==> config.mk <==
export PLATFORM = sky130hd
export DESIGN_NAME = scl_phase_calc
export DESIGN_NICKNAME = d
export VERILOG_FILES = /design/src/rtl/scl_pkg.sv /design/src/rtl/scl_divider.sv /design/src/rtl/scl_ctrl.sv /design/src/rtl/scl_datapath.sv /design/src/rtl/scl_phase_calc.sv
export SDC_FILE = /design/constraint.sdc
export NUM_CORES = 1
export LEC_CHECK = 0
export ABC_AREA = 1
export BUFFER_PORTS_ARGS = -buffer_cell sky130_fd_sc_hd__buf_2
export CAP_MARGIN = 40
export CORE_MARGIN = 2
export CORE_UTILIZATION = 58
export DETAILED_ROUTE_END_ITERATION = 7
export PLACE_DENSITY = 0.82
export SKIP_CTS_REPAIR_TIMING = 1
export SYNTH_ARGS = -nofsm -noshare
export SYNTH_HDL_FRONTEND = slang
export SYNTH_SLANG_ARGS = --single-unit
==> constraint.sdc <==
create_clock -name clk -period 3.1 [get_ports clk]
set_input_delay 0.31 -clock clk [delete_from_list [all_inputs] [get_ports clk]]
set_output_delay 0.31 -clock clk [all_outputs]
set_load 0.05 [all_outputs]
==> src/rtl/scl_pkg.sv <==
package scl_pkg;
  localparam int NUM_DIVS = 6;

  typedef enum logic [1:0] {ST_IDLE, ST_EVAL, ST_DIV} sclState_t;

  typedef struct packed {
    logic       latchIn;
    logic       divStart;
    logic       store;
    logic       commit;
    logic       reject;
    logic       skip;
    logic [2:0] opSel;
    logic [2:0] storeSel;
  } sclStrobe_t;
endpackage

==> src/rtl/scl_divider.sv <==
module scl_divider #(
  parameter int NUM_W = 64,
  parameter int DEN_W = 32
) (
  input  logic             clk,
  input  logic             rst,
  input  logic             start,
  input  logic [NUM_W-1:0] num,
  input  logic [DEN_W-1:0] den,
  output logic [NUM_W-1:0] quo,
  output logic             done
);
  localparam int CNT_W = $clog2(NUM_W + 1);

  logic [DEN_W-1:0] remQ;
  logic [DEN_W-1:0] denQ;
  logic [CNT_W-1:0] cnt;
  logic [DEN_W:0]   trial;
  logic             ge;

  always_comb begin
    trial = {remQ, quo[NUM_W-1]};
    ge    = (trial >= {1'b0, denQ});
  end

  always_ff @(posedge clk) begin
    if (rst) begin
      remQ <= '0;
      denQ <= '0;
      quo  <= '0;
      cnt  <= '0;
      done <= 1'b0;
    end else begin
      done <= 1'b0;
      if (start) begin
        remQ <= '0;
        denQ <= den;
        quo  <= num;
        cnt  <= CNT_W'(NUM_W);
      end else if (cnt != '0) begin
        remQ <= ge ? DEN_W'(trial - {1'b0, denQ}) : DEN_W'(trial);
        quo  <= {quo[NUM_W-2:0], ge};
        cnt  <= cnt - 1'b1;
        if (cnt == CNT_W'(1)) done <= 1'b1;
      end
    end
  end
endmodule

==> src/rtl/scl_ctrl.sv <==
module scl_ctrl
  import scl_pkg::*;
(
  input  logic       clk,
  input  logic       rst,
  input  logic       start,
  input  logic       noneReq,
  input  logic       badReq,
  input  logic       divDone,
  output sclStrobe_t strb,
  output logic       busy,
  output logic       done
);
  sclState_t state, stateNext;
  logic [2:0] step, stepNext;
  logic finish;

  always_comb begin
    strb      = '0;
    stateNext = state;
    stepNext  = step;
    finish    = 1'b0;
    strb.storeSel = step;
    strb.opSel    = step;
    case (state)
      ST_IDLE: if (start) begin
        strb.latchIn = 1'b1;
        stateNext    = ST_EVAL;
      end
      ST_EVAL: begin
        if (noneReq) begin
          strb.skip = 1'b1;
          finish    = 1'b1;
          stateNext = ST_IDLE;
        end else if (badReq) begin
          strb.reject = 1'b1;
          finish      = 1'b1;
          stateNext   = ST_IDLE;
        end else begin
          strb.divStart = 1'b1;
          strb.opSel    = 3'd0;
          stepNext      = 3'd0;
          stateNext     = ST_DIV;
        end
      end
      ST_DIV: if (divDone) begin
        strb.store = 1'b1;
        if (step == 3'(NUM_DIVS - 1)) begin
          strb.commit = 1'b1;
          finish      = 1'b1;
          stateNext   = ST_IDLE;
        end else begin
          stepNext      = step + 1'b1;
          strb.opSel    = step + 1'b1;
          strb.divStart = 1'b1;
        end
      end
      default: stateNext = ST_IDLE;
    endcase
  end

  always_ff @(posedge clk) begin
    if (rst) begin
      state <= ST_IDLE;
      step  <= '0;
      done  <= 1'b0;
    end else begin
      state <= stateNext;
      step  <= stepNext;
      done  <= finish;
    end
  end

  assign busy = (state != ST_IDLE);
endmodule

==> src/rtl/scl_datapath.sv <==
module scl_datapath
  import scl_pkg::*;
#(
  parameter int LAYERS     = 4,
  parameter int INT_W      = 16,
  parameter int FRAC_W     = 16,
  parameter int PHASE_BITS = 4,
  parameter int SUB_SHIFT  = 12
) (
  input  logic                    clk,
  input  logic                    rst,
  input  sclStrobe_t              strb,
  input  logic [LAYERS-1:0]       layerMask,
  input  logic                    rotate,
  input  logic [INT_W+FRAC_W-1:0] srcW,
  input  logic [INT_W+FRAC_W-1:0] srcH,
  input  logic [INT_W-1:0]        dstW,
  input  logic [INT_W-1:0]        dstH,
  input  logic [2*(INT_W+FRAC_W)-1:0] divQuo,
  output logic [2*(INT_W+FRAC_W)-1:0] divNum,
  output logic [INT_W+FRAC_W-1:0] divDen,
  output logic                    noneReq,
  output logic                    badReq,
  output logic                    err,
  output logic                    scaleEn,
  output logic                    enhEn,
  output logic [INT_W+FRAC_W-1:0] res [NUM_DIVS]
);
  localparam int SRC_W = INT_W + FRAC_W;
  localparam int NUM_W = 2 * SRC_W;
  localparam int UP_SH = 2 * FRAC_W;
  localparam int DL_SH = PHASE_BITS + SUB_SHIFT;

  logic [LAYERS-1:0] maskQ;
  logic              rotQ;
  logic [SRC_W-1:0]  srcWq, srcHq;
  logic [INT_W-1:0]  dstWq, dstHq, inW, inH;
  logic [SRC_W-1:0]  stage [NUM_DIVS];
  logic [SRC_W-1:0]  stageNext [NUM_DIVS];
  logic [SRC_W:0]    rounded;

  always_comb begin
    noneReq = (maskQ == '0);
    badReq  = ((maskQ & (maskQ - 1'b1)) != '0) || (srcWq == '0) ||
              (srcHq == '0) || (dstWq == '0) || (dstHq == '0);
    inW = rotQ ? srcHq[SRC_W-1:FRAC_W] : srcWq[SRC_W-1:FRAC_W];
    inH = rotQ ? srcWq[SRC_W-1:FRAC_W] : srcHq[SRC_W-1:FRAC_W];
  end

  always_comb begin
    divNum = '0;
    divDen = '0;
    case (strb.opSel)
      3'd0: begin divNum = NUM_W'(dstWq) << UP_SH;     divDen = srcWq; end
      3'd1: begin divNum = NUM_W'(dstHq) << UP_SH;     divDen = srcHq; end
      3'd2: begin divNum = NUM_W'(inW) << PHASE_BITS;  divDen = SRC_W'(dstWq); end
      3'd3: begin divNum = NUM_W'(inW) << DL_SH;       divDen = SRC_W'(dstWq); end
      3'd4: begin divNum = NUM_W'(inH) << PHASE_BITS;  divDen = SRC_W'(dstHq); end
      default: begin divNum = NUM_W'(inH) << DL_SH;    divDen = SRC_W'(dstHq); end
    endcase
  end

  always_comb begin
    rounded = ({1'b0, divQuo[SRC_W-1:0]} + 1'b1) >> 1;
    for (int i = 0; i < NUM_DIVS; i++) begin
      stageNext[i] = stage[i];
      if (strb.store && (strb.storeSel == 3'(i)))
        stageNext[i] = (i == 2 || i == 4) ? rounded[SRC_W-1:0] : divQuo[SRC_W-1:0];
    end
  end

  always_ff @(posedge clk) begin
    if (rst) begin
      maskQ <= '0; rotQ <= 1'b0;
      srcWq <= '0; srcHq <= '0; dstWq <= '0; dstHq <= '0;
      err <= 1'b0; scaleEn <= 1'b0; enhEn <= 1'b0;
      for (int i = 0; i < NUM_DIVS; i++) begin
        stage[i] <= '0;
        res[i]   <= '0;
      end
    end else begin
      if (strb.latchIn) begin
        maskQ <= layerMask; rotQ <= rotate;
        srcWq <= srcW; srcHq <= srcH; dstWq <= dstW; dstHq <= dstH;
      end
      for (int i = 0; i < NUM_DIVS; i++) stage[i] <= stageNext[i];
      if (strb.skip)   begin err <= 1'b0; scaleEn <= 1'b0; end
      if (strb.reject) begin err <= 1'b1; scaleEn <= 1'b0; end
      if (strb.commit) begin
        err     <= 1'b0;
        scaleEn <= 1'b1;
        enhEn   <= (stageNext[0][SRC_W-1:FRAC_W] >= INT_W'(2)) ||
                   (stageNext[1][SRC_W-1:FRAC_W] >= INT_W'(2));
        for (int i = 0; i < NUM_DIVS; i++) res[i] <= stageNext[i];
      end
    end
  end
endmodule

==> src/rtl/scl_phase_calc.sv <==
module scl_phase_calc
  import scl_pkg::*;
#(
  parameter int LAYERS     = 4,
  parameter int INT_W      = 16,
  parameter int FRAC_W     = 16,
  parameter int PHASE_BITS = 4,
  parameter int SUB_SHIFT  = 12
) (
  input  logic                    clk,
  input  logic                    rst,
  input  logic                    start,
  input  logic [LAYERS-1:0]       layerMask,
  input  logic                    rotate,
  input  logic [INT_W+FRAC_W-1:0] srcW,
  input  logic [INT_W+FRAC_W-1:0] srcH,
  input  logic [INT_W-1:0]        dstW,
  input  logic [INT_W-1:0]        dstH,
  output logic                    busy,
  output logic                    done,
  output logic                    err,
  output logic                    scaleEn,
  output logic                    enhEn,
  output logic [INT_W+FRAC_W-1:0] hUpscale,
  output logic [INT_W+FRAC_W-1:0] vUpscale,
  output logic [INT_W+FRAC_W-1:0] hInitPhase,
  output logic [INT_W+FRAC_W-1:0] vInitPhase,
  output logic [INT_W+FRAC_W-1:0] hDeltaPhase,
  output logic [INT_W+FRAC_W-1:0] vDeltaPhase
);
  localparam int SRC_W = INT_W + FRAC_W;
  localparam int NUM_W = 2 * SRC_W;

  sclStrobe_t       strb;
  logic             noneReq, badReq, divDone;
  logic [NUM_W-1:0] divNum, divQuo;
  logic [SRC_W-1:0] divDen;
  logic [SRC_W-1:0] res [NUM_DIVS];

  scl_ctrl u_ctrl (
    .clk(clk), .rst(rst), .start(start), .noneReq(noneReq), .badReq(badReq),
    .divDone(divDone), .strb(strb), .busy(busy), .done(done)
  );

  scl_datapath #(
    .LAYERS(LAYERS), .INT_W(INT_W), .FRAC_W(FRAC_W),
    .PHASE_BITS(PHASE_BITS), .SUB_SHIFT(SUB_SHIFT)
  ) u_dp (
    .clk(clk), .rst(rst), .strb(strb), .layerMask(layerMask), .rotate(rotate),
    .srcW(srcW), .srcH(srcH), .dstW(dstW), .dstH(dstH), .divQuo(divQuo),
    .divNum(divNum), .divDen(divDen), .noneReq(noneReq), .badReq(badReq),
    .err(err), .scaleEn(scaleEn), .enhEn(enhEn), .res(res)
  );

  scl_divider #(.NUM_W(NUM_W), .DEN_W(SRC_W)) u_div (
    .clk(clk), .rst(rst), .start(strb.divStart), .num(divNum), .den(divDen),
    .quo(divQuo), .done(divDone)
  );

  assign hUpscale    = res[0];
  assign vUpscale    = res[1];
  assign hInitPhase  = res[2];
  assign hDeltaPhase = res[3];
  assign vInitPhase  = res[4];
  assign vDeltaPhase = res[5];
endmodule

==> metrics.txt, run 1 <==
Worst-path clk slew=0.06 ns; total grt overflow=0; Setup crit end kind=register; first-pass GRT wire length=between 100,000 and 150,000 µm; Final Max Slew Viols=0; delay of the slowest critical-path stage=around 0.40 ns; hold path cells=3; io pins=~300; Setup Total Neg Slack=0 ns; slowest CP cell=fa_1; Yosys top cell area share=0.457; max-cap violation count=0; crit path launch type=register; sequential area share after synthesis=0.457; Psw=around 7.6 mW; Synth Instances=between 3,000 and 4,000; post-route ant nets=0; vias per inst=approximately 5.6; Async SR Flop Fraction=0; biggest area consumer among synthesized cells=dfxtp_1; Synth Register Bits=approximately 600; Max IR drop VDD=about 0.52 mV; H-tree depth reported by CTS=2; Pre-antenna DRT Iters=8; Syn Std Cell Area=~26,000 µm²; syn_area_per_cell=7.15 µm²; Num CTS Buffers=57; Leakage=about 14 nW; Vias=roughly 25,000; Slew Limit Headroom=0.338; Min Hold Slack=-0.0620 ns; worst-path maximum fanout=4; Synth Flop Type=dfxtp_1; final-report hold violation count=20; failing checks=hold timing; Tcrit/Tclk final=0.919; Setup Viol. Count Final=0; PD cells=a little over 700 nW/µm²; sequential power share=0.389; Min Clock Period, post-route=2.85 ns; aggregate routed wire length=about 80,000 µm; clock share of power=0.331; cells on worst reg2reg path=15; FILL cells=3,709; WS Path Type=register to register; die area=~47,000 µm²; core area=between 40,000 and 50,000 µm²; CTS tree=yes; Crit path top cell by count=nand2_1; 1st-iter DRT viols=between 2,000 and 3,000; status=complete, but fails checks; Layout area overhead=16.6%; vias in the first global route=approximately 23,000; Post-Syn Nets=3,811; fin nets=4,062; unrepaired setup endpoints after global routing=false; critical path required time=around 3.6 ns; Root Buffer=clkbuf_16; Die H=around 220 µm; Clock Latency Late Sink=about 0.65 ns; Sw Share=0.344; Worst-Margin Slew=slightly below 1 ns; Tot GR Track Use=0.326; number of synthesized flops with an enable pin=0; largest net degree at the start of global routing=a little over 200; Synth area leaders=dfxtp_1 46%, nor2_1 9.6%, nand2_1 9.5%; Ys Warns=0; Fmax=between 0.3 and 0.4 GHz; CP Cell Sequence=inv_1 > ha_1 > fa_1 > nor2_1 > nor2_1 > o21ai_0 > a31oi_1 > o21ai_0 > nand4_1 > nand3_1 > nand2_1 > nand2_1 > nand3_1 > nand2_1 > inv_1; hpwl dp=approximately 56,000 µm; GPL Wtd Cong=just under 1; initial antenna violation count=0; Clock Sinks=~600; drt drc=0; # diodes=0; routed wire length per instance=17.5 µm; Yosys cell types=54; Starting Density=0.590; Hold WC Path Type=input port to register; share of cells above drive strength 1=0.135; WP data arrival=roughly 3.4 ns; Clock Path Buffers=3; Worst Skew=0.0439 ns; die width=217 µm; power share of the combinational group=0.280; Int Pwr=about 14 mW; PortBufs=300; FP Rows=77
worst paths after layout:
check	to	slack (ns)	from
min reg2reg	u_dp.scaleEn	0.46	u_dp.scaleEn
max	u_div.remQ[26]	0.25	u_div.quo[63]
min	u_dp.srcWq[6]	-0.06	srcW[6]
max reg2reg	u_div.remQ[26]	0.25	u_div.quo[63]
cell type report:
class | instances | area [µm²] | area share
clock buffer | 80 | 1640 | 0.0538
clock inverter | 23 | 320 | 0.0105
multi-input combinational | 2493 | 12000 | 0.393
sequential | 598 | 12000 | 0.392
inverter | 352 | 1330 | 0.0435
timing repair buffer | 412 | 2530 | 0.0828
tap | 592 | 741 | 0.0242
power by group through the flow:
stage | Combinational, mW | Sequential, mW | Clock [mW]
2_1_floorplan | 4.56 | 8.55 | 0
3_3_place_gp | 5.91 | 8.68 | 0
3_5_place_dp | 5.94 | 8.69 | 0
4_1_cts | 6.01 | 8.52 | 7.29
5_1_grt | 6.92 | 8.58 | 7.61
6_report | 6.16 | 8.54 | 7.27
flip-flops by register name, indices dropped and copies added (netlist names):
register and count:
u_div.done 1, u_dp.rotQ 1, u_dp.dstHq 16, u_div.remQ 32, u_div.quo 64, u_dp.srcHq 32, u_dp.err 1, u_dp.maskQ 4
u_dp.scaleEn 1, u_dp.enhEn 1, u_dp.res 192, u_dp.dstWq 16, u_div.denQ 32, u_ctrl.done 1, u_dp.srcWq 32, u_ctrl.step 3
u_ctrl.state 2, u_div.cnt 7, u_dp.stage 160
cells in the mapped netlist (3+ instances only):
library cell	number
nor3_1	61
o32ai_1	6
o22ai_1	44
o21ai_1	13
xor2_1	44
inv_1	338
nor2_1	669
a21oi_1	243
nor2_4	4
nor2_2	4
nand2_2	7
a32oi_1	10
nor3_2	3
xnor2_1	8
buf_4	6
nor4_1	7
nand3_1	243
dfxtp_1	598
o211ai_1	10
clkbuf_1	156
a22oi_1	3
o21ai_0	249
buf_1	21
or2_2	28
buf_2	33
o21bai_1	6
nand4_1	24
buf_6	4
clkinv_1	6
ha_1	43
a211oi_1	71
nand3_2	4
nand2_1	660
mux2i_1	4
inv_2	7
cell usage in the layout, fill, tap and decap left out, types with 4 or more instances in the layout:
cell             n
a32oi_1         10
xnor2_1          8
o22ai_1         44
inv_1          337
xor2_1          44
nor3_1          60
or2_2           28
clkbuf_16       58
o21bai_1         6
nand2_4          4
nand2_1        657
dlygate4sd3_1   44
nor2_4           5
o211ai_1        10
ha_1            43
nand2_2          8
o21ai_0        249
nor2_1         668
clkinv_2        10
dfxtp_1        598
clkbuf_8        11
buf_4           63
clkbuf_1        11
a21oi_1        243
o32ai_1          6
bufinv_16        6
o21ai_1         13
nand3_2          4
nor2_2           4
nor4_1           7
nand4_1         24
buf_12           4
a211oi_1        71
buf_2          299
inv_2            7
nand3_1        243
mux2i_1          4
clkinv_1         6
cells by family (layout without fill, tap and decap cells):
group | after synthesis | after routing | synth area share
and+or+nand+nor | 1723 | 1723 | 0.274
AOI/OAI and AO/OA | 670 | 670 | 0.143
DFF | 598 | 598 | 0.457
buffers and inverters | 572 | 867 | 0.0856
xor gates and xnor gates | 52 | 52 | 0.0174
adders and majority gates | 44 | 44 | 0.0213
muxes | 4 | 4 | 0.00153
routing by layer:
metal	routed length (µm)	up-vias	track usage
li1	-	12329	-
met1	32300	11493	0.428
met2	35900	1269	0.519
met3	6920	252	0.0467
met4	4380	0	0.179
met5	0	-	0
metrics by stage:
stage | setup slack (ns) | cells | util | area [µm²] | total power, mW
after floorplan | 0.684 | 3663 | - | 26200 | 13.1
after global placement | 0.279 | 4398 | 0.632 | 28100 | 14.6
after detailed placement | 0.221 | 4399 | 0.633 | 28100 | 14.6
after CTS | 0.177 | 4502 | 0.677 | 30100 | 21.8
after global routing | 0.0381 | 4550 | 0.688 | 30600 | 23.1
final | 0.251 | 4550 | 0.688 | 30600 | 22.0
critical path: cells and delay by family (launching register included):
family | cells | cell delay (ns)
fa+ha+maj | 2 | 0.62
flops | 1 | 0.33
buf+inv | 2 | 0.10
compound gates | 3 | 0.99
simple gates | 8 | 0.70
Note: power is estimated with default switching activity, not from simulation.
==> run 2, diff against run 1 <==
CELL_PAD_IN_SITES_DETAIL_PLACEMENT = 1   (was not set)
CELL_PAD_IN_SITES_GLOBAL_PLACEMENT = 1   (was not set)
CORE_UTILIZATION = 42   (was 58)
==> metrics.txt, run 2 (synthesis gave the netlist of run 1 again) <==
status=complete, but fails checks; failing checks=hold timing; GPL Wtd Cong=0.941 (-4.7%); PortBufs=300 (unchanged); Sw Share=0.350 (+0.00649); die width=254 µm (+17%); Clock Path Buffers=3 (unchanged); max FFs per register=192 (unchanged); Layout area overhead=19.8%; WP data arrival=3.38 ns (+0.02 ns); Reg with most FFs=u_dp.res; Fmax=0.351 GHz (about the same); Clock Sinks=598 (unchanged); clock share of power=0.340 (+0.009); register area=12,000 µm² (about the same); drt drc=0 (unchanged); first-pass GRT wire length=143,000 µm (+16%); Leakage=14.1 nW (+1.7%); Final Max Slew Viols=0 (unchanged); io pins=301 (unchanged); Setup Viol. Count Final=0 (unchanged); WP depth=11 (-4); H-tree depth reported by CTS=2 (unchanged); Worst Skew=0.0618 ns (+0.0179 ns); aggregate routed wire length=94,900 µm (+19%); Clock Latency Late Sink=0.67 ns (+0.02 ns); PD cells=736 nW/µm² (+2.4%); fin nets=4,092 (+0.74%); hpwl dp=67,300 µm (+21%); CTS tree=yes; core area=61,700 µm² (+39%); Top Registers=u_dp.res x192, u_dp.stage x160, u_div.quo x64; largest net degree at the start of global routing=118 (-43%); max-cap violation count=0 (unchanged); commonest non-fill, non-tap cell in the layout=nor2_1; Tot GR Track Use=0.282 (-0.0438); Pre-antenna DRT Iters=6 (-2); post-route ant nets=0 (unchanged); 1st-iter DRT viols=1,944 (-31%); Crit path top cell by count=inv_1; CP delay by family, top=simple AND/OR/NAND/NOR gates; Psw=8.10 mW (+7.1%); routed wire length per instance=19.6 µm (+12%); Int Pwr=15.0 mW (+4.1%); total grt overflow=0 (unchanged); vias in the first global route=25,411 (+10%); Setup Total Neg Slack=0 ns (unchanged); hold path cells=3 (unchanged); Slew Limit Headroom=0.428 (+0.0898); worst-path maximum fanout=31 (+27); power share of the combinational group=0.291 (+0.011); sequential power share=0.369 (-0.020); final instance area=31,400 µm² (+2.7%); Setup crit end kind=register; Starting Density=0.424 (-0.165); die area=64,400 µm² (+37%); commonest non-fill, non-tap cells in the layout=668 x nor2_1, 656 x nand2_1, 597 x dfxtp_1; vias per inst=5.33 (-4.3%); cells on worst reg2reg path=11 (-4); FP Rows=91 (+18%); CP Cell Sequence=inv_1 > ha_1 > nand2_1 > inv_1 > nand3_1 > inv_1 > buf_4 > o21ai_0 > nand4_1 > nor4_1 > a21oi_1; Vias=25,751 (+1.6%); share of cells above drive strength 1=0.141 (+0.00579); Die H=254 µm (+17%); delay of the slowest critical-path stage=0.48 ns (+0.08 ns); Num CTS Buffers=61 (+7.0%); critical path required time=3.63 ns (about the same); crit path launch type=register; unrepaired setup endpoints after global routing=true; FILL cells=7,967 (+110%); CP Buf/Inv Count=4 (+2); initial antenna violation count=1 (+1); Worst-path clk slew=0.06 ns (about the same); slowest CP cell=nor4_1; final-report hold violation count=10 (-50%); placed instance area=28,600 µm² (+1.8%); Max IR drop VDD=0.495 mV (-4.5%); Min Hold Slack=-0.0310 ns (+0.0310 ns); WS Path Type=register to register; Worst-Margin Slew=0.854 ns (-0.138 ns); area of the multi-input gates=12,000 µm² (+0.21%); Root Buffer=clkbuf_16; Tcrit/Tclk final=0.919 (about the same); Hold WC Path Type=input port to register; Min Clock Period, post-route=2.85 ns (+0.00117 ns)
==> run 2: changes by cell type in the layout (fill, tap and decap cells not counted), sizes merged <==
cell	change
buf	+15
dlygate4sd3	+10
clkbuf	+6
clkinv	+3
bufinv	+2
inv	-2
clkinvlp	+1
diode	+1
nor2	+1
==> run 2: tightest hold or removal path: cells and delay by family <==
kind                   cells  cell delay (ns)
AO/OA/AOI/OAI              1             0.11
buffers and inverters      1             0.08
AND/OR/NAND/NOR            1             0.09
==> run 2: final timing paths <==
kind | start | end | slack [ns]
setup / recovery | u_ctrl.state[0] | u_dp.enhEn | 0.25
hold / removal | srcW[11] | u_dp.srcWq[11] | -0.03
setup reg to reg | u_ctrl.state[0] | u_dp.enhEn | 0.25
hold reg to reg | u_dp.scaleEn | u_dp.scaleEn | 0.46
==> run 2: area by class of cell <==
cell class | instances | area share
multi-input cells | 2494 | 0.384
diodes | 1 | 0.0000797
inverters | 352 | 0.0425
clock buffers | 86 | 0.0555
well taps | 837 | 0.0334
clock inverters | 27 | 0.0132
repair buffers | 437 | 0.0901
flip-flops and latches | 598 | 0.381
==> run 2: metal layers <==
| metal | vias to the layer above | part of all wire | GRT usage |
|---|---|---|---|
| met4 | 0 | 0.047 | 0.128 |
| met2 | 771 | 0.48 | 0.482 |
| met1 | 12357 | 0.42 | 0.353 |
| li1 | 12396 | - | - |
| met3 | 227 | 0.053 | 0.0395 |
| met5 | - | 0 | 0 |
==> run 2: through the flow <==
| step | std cells | hold WS (ns) | worst slack, ns | total power, mW | util |
|---|---|---|---|---|---|
| 2_1_floorplan | 3663 | 0.426 | 0.684 | 13.1 | - |
| 3_3_place_gp | 4661 | 0.440 | 0.288 | 15.0 | 0.464 |
| 3_5_place_dp | 4662 | 0.442 | 0.138 | 15.2 | 0.464 |
| 4_1_cts | 4775 | -0.110 | 0.143 | 23.1 | 0.499 |
| 5_1_grt | 4832 | -0.00164 | -0.0288 | 24.4 | 0.509 |
| 6_report | 4832 | -0.0310 | 0.250 | 23.1 | 0.509 |
==> run 2: power by group through the flow <==
stage | Sequential, mW | Combinational [mW] | Clock, mW
floorplan | 8.55 | 4.56 | 0
global placement | 8.66 | 6.33 | 0
detailed placement | 8.69 | 6.50 | 0
CTS | 8.52 | 6.58 | 7.97
global route | 8.58 | 7.53 | 8.27
finish | 8.53 | 6.72 | 7.86
